**src/rtl/bcd2_pkg.sv**
```systemverilog
`timescale 1ns/1ps
package bcd2_pkg;
  localparam int unsigned NIB_W = 4;

  typedef logic [NIB_W-1:0] nib_t;

  typedef struct packed {
    logic co;
    nib_t s;
  } nsum_t;

  // plain 4-bit binary addition with carry
  function automatic nsum_t nib_add(nib_t x, nib_t y, logic ci);
    logic [NIB_W:0] t;
    nsum_t r;
    t = {1'b0, x} + {1'b0, y} + {{NIB_W{1'b0}}, ci};
    r.co = t[NIB_W];
    r.s  = t[NIB_W-1:0];
    return r;
  endfunction

  // raw result out of decimal range: carried, or code 1010..1111
  function automatic logic out_of_range(nsum_t r);
    return r.co | (r.s[3] & (r.s[2] | r.s[1]));
  endfunction

  // second-stage operand: flag on bits 2 and 1, zero elsewhere
  function automatic nib_t fix_operand(logic f);
    return {1'b0, f, f, 1'b0};
  endfunction

  function automatic logic is_digit(nib_t x);
    return x <= 4'd9;
  endfunction
endpackage

```
**src/rtl/bcd2_nib_adder.sv**
```systemverilog
`timescale 1ns/1ps
module bcd2_nib_adder
  import bcd2_pkg::*;
(
  input  logic [3:0] x,
  input  logic [3:0] y,
  input  logic       ci,
  output logic [3:0] s,
  output logic       co
);
  nsum_t r;
  always_comb begin
    r  = nib_add(x, y, ci);
    s  = r.s;
    co = r.co;
  end
endmodule

```
**src/rtl/bcd2_fix_detect.sv**
```systemverilog
`timescale 1ns/1ps
module bcd2_fix_detect
  import bcd2_pkg::*;
(
  input  logic [3:0] raw_s,
  input  logic       raw_co,
  output logic       fix
);
  nsum_t r;
  always_comb begin
    r.s  = raw_s;
    r.co = raw_co;
    fix  = out_of_range(r);
  end
endmodule

```
**src/rtl/bcd2_digit.sv**
```systemverilog
`timescale 1ns/1ps
module bcd2_digit
  import bcd2_pkg::*;
(
  input  logic [3:0] da,
  input  logic [3:0] db,
  input  logic       dci,
  output logic [3:0] dsum,
  output logic       dco
);
  logic [3:0] raw_s;
  logic       raw_co;
  logic       fix_flag;
  logic [3:0] fix_b;
  logic       stage2_co;

  bcd2_nib_adder u_stage1 (
    .x (da), .y (db), .ci (dci), .s (raw_s), .co (raw_co)
  );

  bcd2_fix_detect u_detect (
    .raw_s (raw_s), .raw_co (raw_co), .fix (fix_flag)
  );

  assign fix_b = fix_operand(fix_flag);

  bcd2_nib_adder u_stage2 (
    .x (raw_s), .y (fix_b), .ci (1'b0), .s (dsum), .co (stage2_co)
  );

  assign dco = fix_flag;

  logic [4:0] dec_total;
  logic [4:0] raw_plus6;
  always_comb begin
    dec_total = {1'b0, da} + {1'b0, db} + {4'b0, dci};
    raw_plus6 = {1'b0, raw_s} + 5'd6;
    if (is_digit(da) && is_digit(db)) begin
      p_digit_valid_r1: assert (dsum <= 4'd9)
        else $error("R1 digit %0d out of range", dsum);
      p_flag_ten_r2: assert (fix_flag == (dec_total >= 5'd10))
        else $error("R2 flag %0b for total %0d", fix_flag, dec_total);
    end
    if (fix_flag) begin
      p_fix_six_r3: assert ({stage2_co, dsum} == raw_plus6)
        else $error("R3 corrected %0d from raw %0d", dsum, raw_s);
    end else begin
      p_fix_zero_r9: assert (dsum == raw_s && !stage2_co)
        else $error("R9 passthrough %0d from raw %0d", dsum, raw_s);
    end
  end
endmodule

```
**src/rtl/bcd2_adder.sv**
```systemverilog
`timescale 1ns/1ps
module bcd2_adder
  import bcd2_pkg::*;
#(
  parameter int unsigned DIGITS = 2,
  localparam int unsigned W = DIGITS * NIB_W
) (
  input  logic [W-1:0] a,
  input  logic [W-1:0] b,
  input  logic         cin,
  output logic [W-1:0] sum,
  output logic         cout
);
  logic [DIGITS:0] dcarry;
  assign dcarry[0] = cin;

  for (genvar g = 0; g < DIGITS; g++) begin : g_dig
    bcd2_digit u_dig (
      .da   (a[g*NIB_W +: NIB_W]),
      .db   (b[g*NIB_W +: NIB_W]),
      .dci  (dcarry[g]),
      .dsum (sum[g*NIB_W +: NIB_W]),
      .dco  (dcarry[g+1])
    );
  end

  assign cout = dcarry[DIGITS];

  // decimal value check across the whole carry chain
  function automatic int unsigned dec_val(logic [W-1:0] v);
    int unsigned acc;
    acc = 0;
    for (int i = DIGITS - 1; i >= 0; i--)
      acc = acc * 10 + int'(v[i*NIB_W +: NIB_W]);
    return acc;
  endfunction

  function automatic logic all_digits(logic [W-1:0] v);
    logic ok;
    ok = 1'b1;
    for (int i = 0; i < DIGITS; i++)
      ok = ok & is_digit(v[i*NIB_W +: NIB_W]);
    return ok;
  endfunction

  int unsigned lim;
  int unsigned tot;
  int unsigned got;
  always_comb begin
    lim = 1;
    for (int i = 0; i < DIGITS; i++) lim = lim * 10;
    tot = dec_val(a) + dec_val(b) + int'(cin);
    got = dec_val(sum) + (cout ? lim : 0);
    if (all_digits(a) && all_digits(b)) begin
      p_decimal_total_r6: assert (got == tot)
        else $error("R6 total %0d expected %0d", got, tot);
      p_cout_range_r5: assert (cout == (tot >= lim))
        else $error("R5 cout %0b for total %0d", cout, tot);
    end
  end
endmodule

```
**config.mk**
```make
export PLATFORM = sky130hd
export DESIGN_NAME = bcd2_adder
export DESIGN_NICKNAME = d
export VERILOG_FILES = /design/src/rtl/bcd2_pkg.sv /design/src/rtl/bcd2_nib_adder.sv /design/src/rtl/bcd2_fix_detect.sv /design/src/rtl/bcd2_digit.sv /design/src/rtl/bcd2_adder.sv
export SDC_FILE = /design/constraint.sdc
export NUM_CORES = 1
export LEC_CHECK = 0
export BUFFER_PORTS_ARGS = -buffer_cell sky130_fd_sc_hd__clkbuf_2
export CORE_AREA = 2 2 39 41
export DETAILED_ROUTE_END_ITERATION = 10
export DIE_AREA = 0 0 41 43
export PLACE_DENSITY_LB_ADDON = 0.2
export RECOVER_POWER = 50
export SYNTH_ARGS = -nofsm -noshare
export SYNTH_HDL_FRONTEND = slang
export SYNTH_SLANG_ARGS = --single-unit
```
**constraint.sdc**
```tcl
create_clock -name vclk -period 10.55
set_input_delay 1.055 -clock vclk [all_inputs]
set_output_delay 1.055 -clock vclk [all_outputs]
set_load 0.02 [all_outputs]
```
## Word-level counts from Yosys, hierarchy flattened

Cells that the tools add are included.

| storage, ports and cells | value |
|---|---|
| memories kept | 0 |
| bits of input ports | 17 |
| output and inout bits | 9 |
| bits in latches | 0 |
| word-level logic and storage cells | 12 |
| flip-flop bits (word level) | 0 |
| memory bits (writable) | 0 |
| bits in read-only memories | 0 |

| operators by class | value |
|---|---|
| shifts and indexed selects | 0 |
| multiply operators | 0 |
| $lt $le $gt $ge | 0 |
| eq/ne operators | 0 |
| reduce and logical (&&, ||, !) cells | 0 |
| bitwise logic cells | 6 |
| multiplexer cells | 0 |
| add/subtract/negate cells | 6 |
| div/mod/pow operators | 0 |

Operators by type and width:

| kind | count |
|---|---|
| $add A4 B4 Y5 | 2 |
| $add A5 B1 Y5 | 2 |
| $add A4 B3 Y4 | 2 |
| $or A1 B1 Y1 | 4 |
| $and A1 B1 Y1 | 2 |

## Logic depth before layout (Yosys ltp)

| logic depth | value |
|---|---|
| depth in word-level cells | 10 |
| gate-level depth with buffers | 16 |
| gate-level depth less buffers | 16 |

## Cells and area by module

Synthesis repeated with hierarchy kept, for this count alone.

| unflattened totals | value |
|---|---|
| cells, all modules | 70 |
| area, all modules | 605.6 um2 |

Modules (own cells, without submodules):

| module | cells an instance | seq. area each (um2) | times used | area each (um2) |
|---|---|---|---|---|
| bcd2_nib_adder | 16 | 0.0 | 4 | 143.9 |
| bcd2_fix_detect | 2 | 0.0 | 2 | 11.3 |
| bcd2_digit | 1 | 0.0 | 2 | 3.8 |

## Worst setup path before layout

Ideal clock, no wire load.

| timing path | value |
|---|---|
| path type | input port to output port |
| from | input port a[0] |
| to | output port sum[7] |
| arrival | 6.043 ns |
| path buffers | 0 |
| setup slack | 3.452 ns |
| required time | 9.495 ns |
| stages | 15 |
| cells stage by stage | inv_1 fa_1 inv_1 fa_1 o41a_1 a221o_1 fa_1 fa_1 xor2_1 nor2_1 o311ai_0 ha_1 fa_1 xor2_1 xnor2_1 |

| between the ends | value |
|---|---|
| longest elaborated chain between the ends | 10 |

Ends and longest elaborated chain:

| what | RTL line | source |
|---|---|---|
| start: declaration | bcd2_adder.sv:8 | `input logic [W-1:0] a,` |
| $add A4 B4 Y5 * | n/a |  |
| $add A5 B1 Y5 * | n/a |  |
| $or A1 B1 Y1 | bcd2_pkg.sv:24 | `return r.co \| (r.s[3] & (r.s[2] \| r.s[1]));` |
| $and A1 B1 Y1 | bcd2_pkg.sv:24 |  |
| $or A1 B1 Y1 * | bcd2_pkg.sv:24 |  |
| $add A5 B1 Y5 * | bcd2_pkg.sv:16 | `t = {1'b0, x} + {1'b0, y} + {{NIB_W{1'b0}}, ci};` |
| $or A1 B1 Y1 | bcd2_pkg.sv:24 |  |
| $and A1 B1 Y1 | bcd2_pkg.sv:24 |  |
| $or A1 B1 Y1 * | bcd2_pkg.sv:24 |  |
| via cout | bcd2_adder.sv:12 | `output logic cout` |
| $add A4 B3 Y4 * | bcd2_pkg.sv:16 |  |
| end: declaration | bcd2_adder.sv:11 | `output logic [W-1:0] sum,` |

Mark *: on every way through the listed nets, which the timed path passes. The rest lies on a longest branch.

## Worst setup path in the final report

| timing path | value |
|---|---|
| from | input port a[0] |
| to | output port sum[7] |

| between the ends | value |
|---|---|
| longest elaborated chain between the ends | 10 |

Ends and longest elaborated chain:

| what | RTL line |
|---|---|
| $add A4 B4 Y5 * | n/a |
| $add A5 B1 Y5 * | n/a |
| $or A1 B1 Y1 | bcd2_pkg.sv:24 |
| $and A1 B1 Y1 | bcd2_pkg.sv:24 |
| $or A1 B1 Y1 * | bcd2_pkg.sv:24 |
| $add A5 B1 Y5 * | bcd2_pkg.sv:16 |
| $or A1 B1 Y1 | bcd2_pkg.sv:24 |
| $and A1 B1 Y1 | bcd2_pkg.sv:24 |
| $or A1 B1 Y1 | bcd2_pkg.sv:24 |
| $add A4 B3 Y4 * | bcd2_pkg.sv:16 |

Mark *: on every way between the ends. The rest lies on a longest branch, timed or not.

==> impl_metrics.yaml <==
worst_setup_path:
  required_ns: 9.50
  crit_path_end_kind: "output pin"
  path_buf_inv: 4
  cp_common_cell: "fa_1"
  crit_path_cell_trace: "clkbuf_2 -> inv_1 -> fa_1 -> inv_1 -> fa_1 -> o41a_1 -> a221o_1 -> fa_1 -> fa_1 -> o41ai_1 -> a31o_2 -> o311ai_0 -> ha_1 -> fa_1 -> xor2_1 -> xnor2_1 -> clkbuf_2"
  cp_slowest_cell: "fa_1"
  cp.arrival_ns: 5.82
  cpLargestDelayFamily: "adder cells"
  crit_type: "primary input to output pin"
  cpPeakStageDelay_ns: 0.51
  crit_fanout: 3
  startpoint_type: "primary input"
place:
  dp.cells: 84
  place_congestion: 0.704
  hpwl_um: 701
  place_ws_ns: 3.64
  placed_cell_area_um2: 554
  port-buffer-count: 26
sta:
  post-route-period-util: 0.651
  hold_viol_final: 0
  max_freq_mhz: 146
  tns_ns: 0
  finalSetupViolations: 0
  layout_setup_ws_ns: 3.68
  grt_setup_unrepaired: "false"
  min_period_ns: 6.87
  tightest_slew_ns: 0.750
  slew_headroom: 0.494
  drv_slew: 0
logic_synthesis:
  yosys.area.top_type: "fa_1"
  synth_top_family_by_area: "adder cells"
  synth_xor_area_frac: 0.130
  synth.distinct_cells: 18
  synth_top_area_share: 0.297
  synthAdderAreaFrac: 0.545
  synth_area_leaders: "fa_1, ha_1, xnor2_1"
  synth_fp_nets: 73
  yosysSeqAreaShare: 0
  yosysWarnings: 0
  netlist_instances: 42
  yosys-mux-area-fraction: 0
  synth_compound_area_frac: 0.217
  syn_area_um2: 404
  synthSimpleGateAreaFrac: 0.0526
  syn_area_per_cell_um2: 9.62
hold_path:
  min_to: "sum[0]"
  hp-class: "primary input to output pin"
  worstHoldStart: "cin"
  hold_depth: 5
global_routing:
  grt_pass1_vias: 362
  antenna_found_initial: 0
  grt_pass1_wl_um: 1340
  grt_use_total: 0.0993
  grt-ovfl-total: 0
  grt_max_degree: 6
power_and_ir_drop:
  p_total_w: 0.0000673
  switching_share: 0.608
  p_clk_frac: 0
  switching_power_w: 0.0000409
  p_per_area_nw_per_um2: 122
  power.leakage_nw: 0.288
  pwr-share-seq: 0
  power_frac_comb: 1.000
  cell_internal_pwr_w: 0.0000263
  worst_ir_drop_vdd_mv: 0.0838
drt:
  drt_first_pass_iters: 1
  drcViolationCount: 0
  wl_um: 719
  first_iter_violations: 0
  via_count: 386
  post_drt_wl_per_cell_um: 8.56
  drtAntennaViolNets: 0
  via_per_inst: 4.60
die:
  coreArea_um2: 1380
  die_w_um: 41
  die-area_um2: 1760
  ios: 26
  start_util: 0.292
  die_h_um: 43
  rows: 14
clock_tree:
  ctsHoldBuffers: 0
  cts_resized: 0
  cts_setup_buffers: 0
run_status:
  status: "finished, final reports clean"
finish:
  multi_input_area_um2: 382
  layout.cells.most_common_list: "clkbuf_2, ha_1, inv_1, fa_1, clkbuf_1"
  antenna_cells: 0
  stdcell_count: 84
  syn2layout_area_growth_pct: 35.9
  flops_and_latches: 0
  clkbuf_count: 0
  final_cell_area_um2: 549
  fillCellCount: 156
  drive_above_1_share: 0.338
  regArea_um2: 0
  fin_nets: 101
  final_common_cell: "clkbuf_2"
job:
  cap_violations: 0
==> how the worst max path moves through the flow <==
| stage | from | to | slack (ns) | cells after the start |
|---|---|---|---|---|
| finish | a[0] | sum[7] | 3.68 | 17 |
| global route | a[0] | sum[7] | 3.38 | 17 |
| CTS | a[0] | sum[7] | 3.63 | 17 |
| detailed placement | a[0] | sum[7] | 3.64 | 17 |
| global placement | a[0] | sum[7] | 3.67 | 17 |
| floorplan | a[0] | sum[7] | 3.45 | 15 |
==> synthesized netlist by cell type <==
cell,instances
o41a_1,1
fa_1,6
xnor2_1,3
nor2b_1,1
o41ai_1,1
inv_1,6
a221o_1,1
nand2_1,1
ha_1,8
xor2_1,3
o21ai_0,1
o21ba_1,1
a31o_2,1
nor2_1,3
o211ai_1,1
a21oi_1,2
a21o_1,1
o311ai_0,1
==> layout make-up <==
class,instances,share of cell area
inverters,6,0.0410
repair buffers,26,0.228
well taps,16,0.0364
multi-input cells,36,0.695
==> cells by family (layout without fill, tap and decap cells) <==
group,after synthesis,after routing
buffers and inverters,6,32
AOI/OAI and AO/OA,11,11
adders and majority gates,14,14
xor gates and xnor gates,6,6
and+or+nand+nor,5,5
==> metrics by stage <==
stage	hold WS, ns	util
global placement	2.51	0.401
finish	2.58	0.397
CTS	2.51	0.401
global route	2.61	0.397
detailed placement	2.51	0.401
floorplan	2.37	-
==> per-layer routing <==
metal / wire, µm / GRT usage
met1: 319 / 0.125
met2: 355 / 0.188
met3: 44 / 0
met4: 0 / 0
met5: 0 / 0
==> power groups by stage <==
| stage | logic [W] | registers [W] | clock network, W |
|---|---|---|---|
| after floorplan | 0.0000532 | 0 | 0 |
| after global placement | 0.0000694 | 0 | 0 |
| after detailed placement | 0.0000695 | 0 | 0 |
| after CTS | 0.0000699 | 0 | 0 |
| after global routing | 0.0000769 | 0 | 0 |
| final | 0.0000673 | 0 | 0 |
==> worst min-delay path: stages <==
cell      delay [ns]
clkbuf_2        0.08
inv_1           0.05
fa_1            0.15
inv_1           0.03
clkbuf_1        0.15
(Power assumes the default switching activity.)
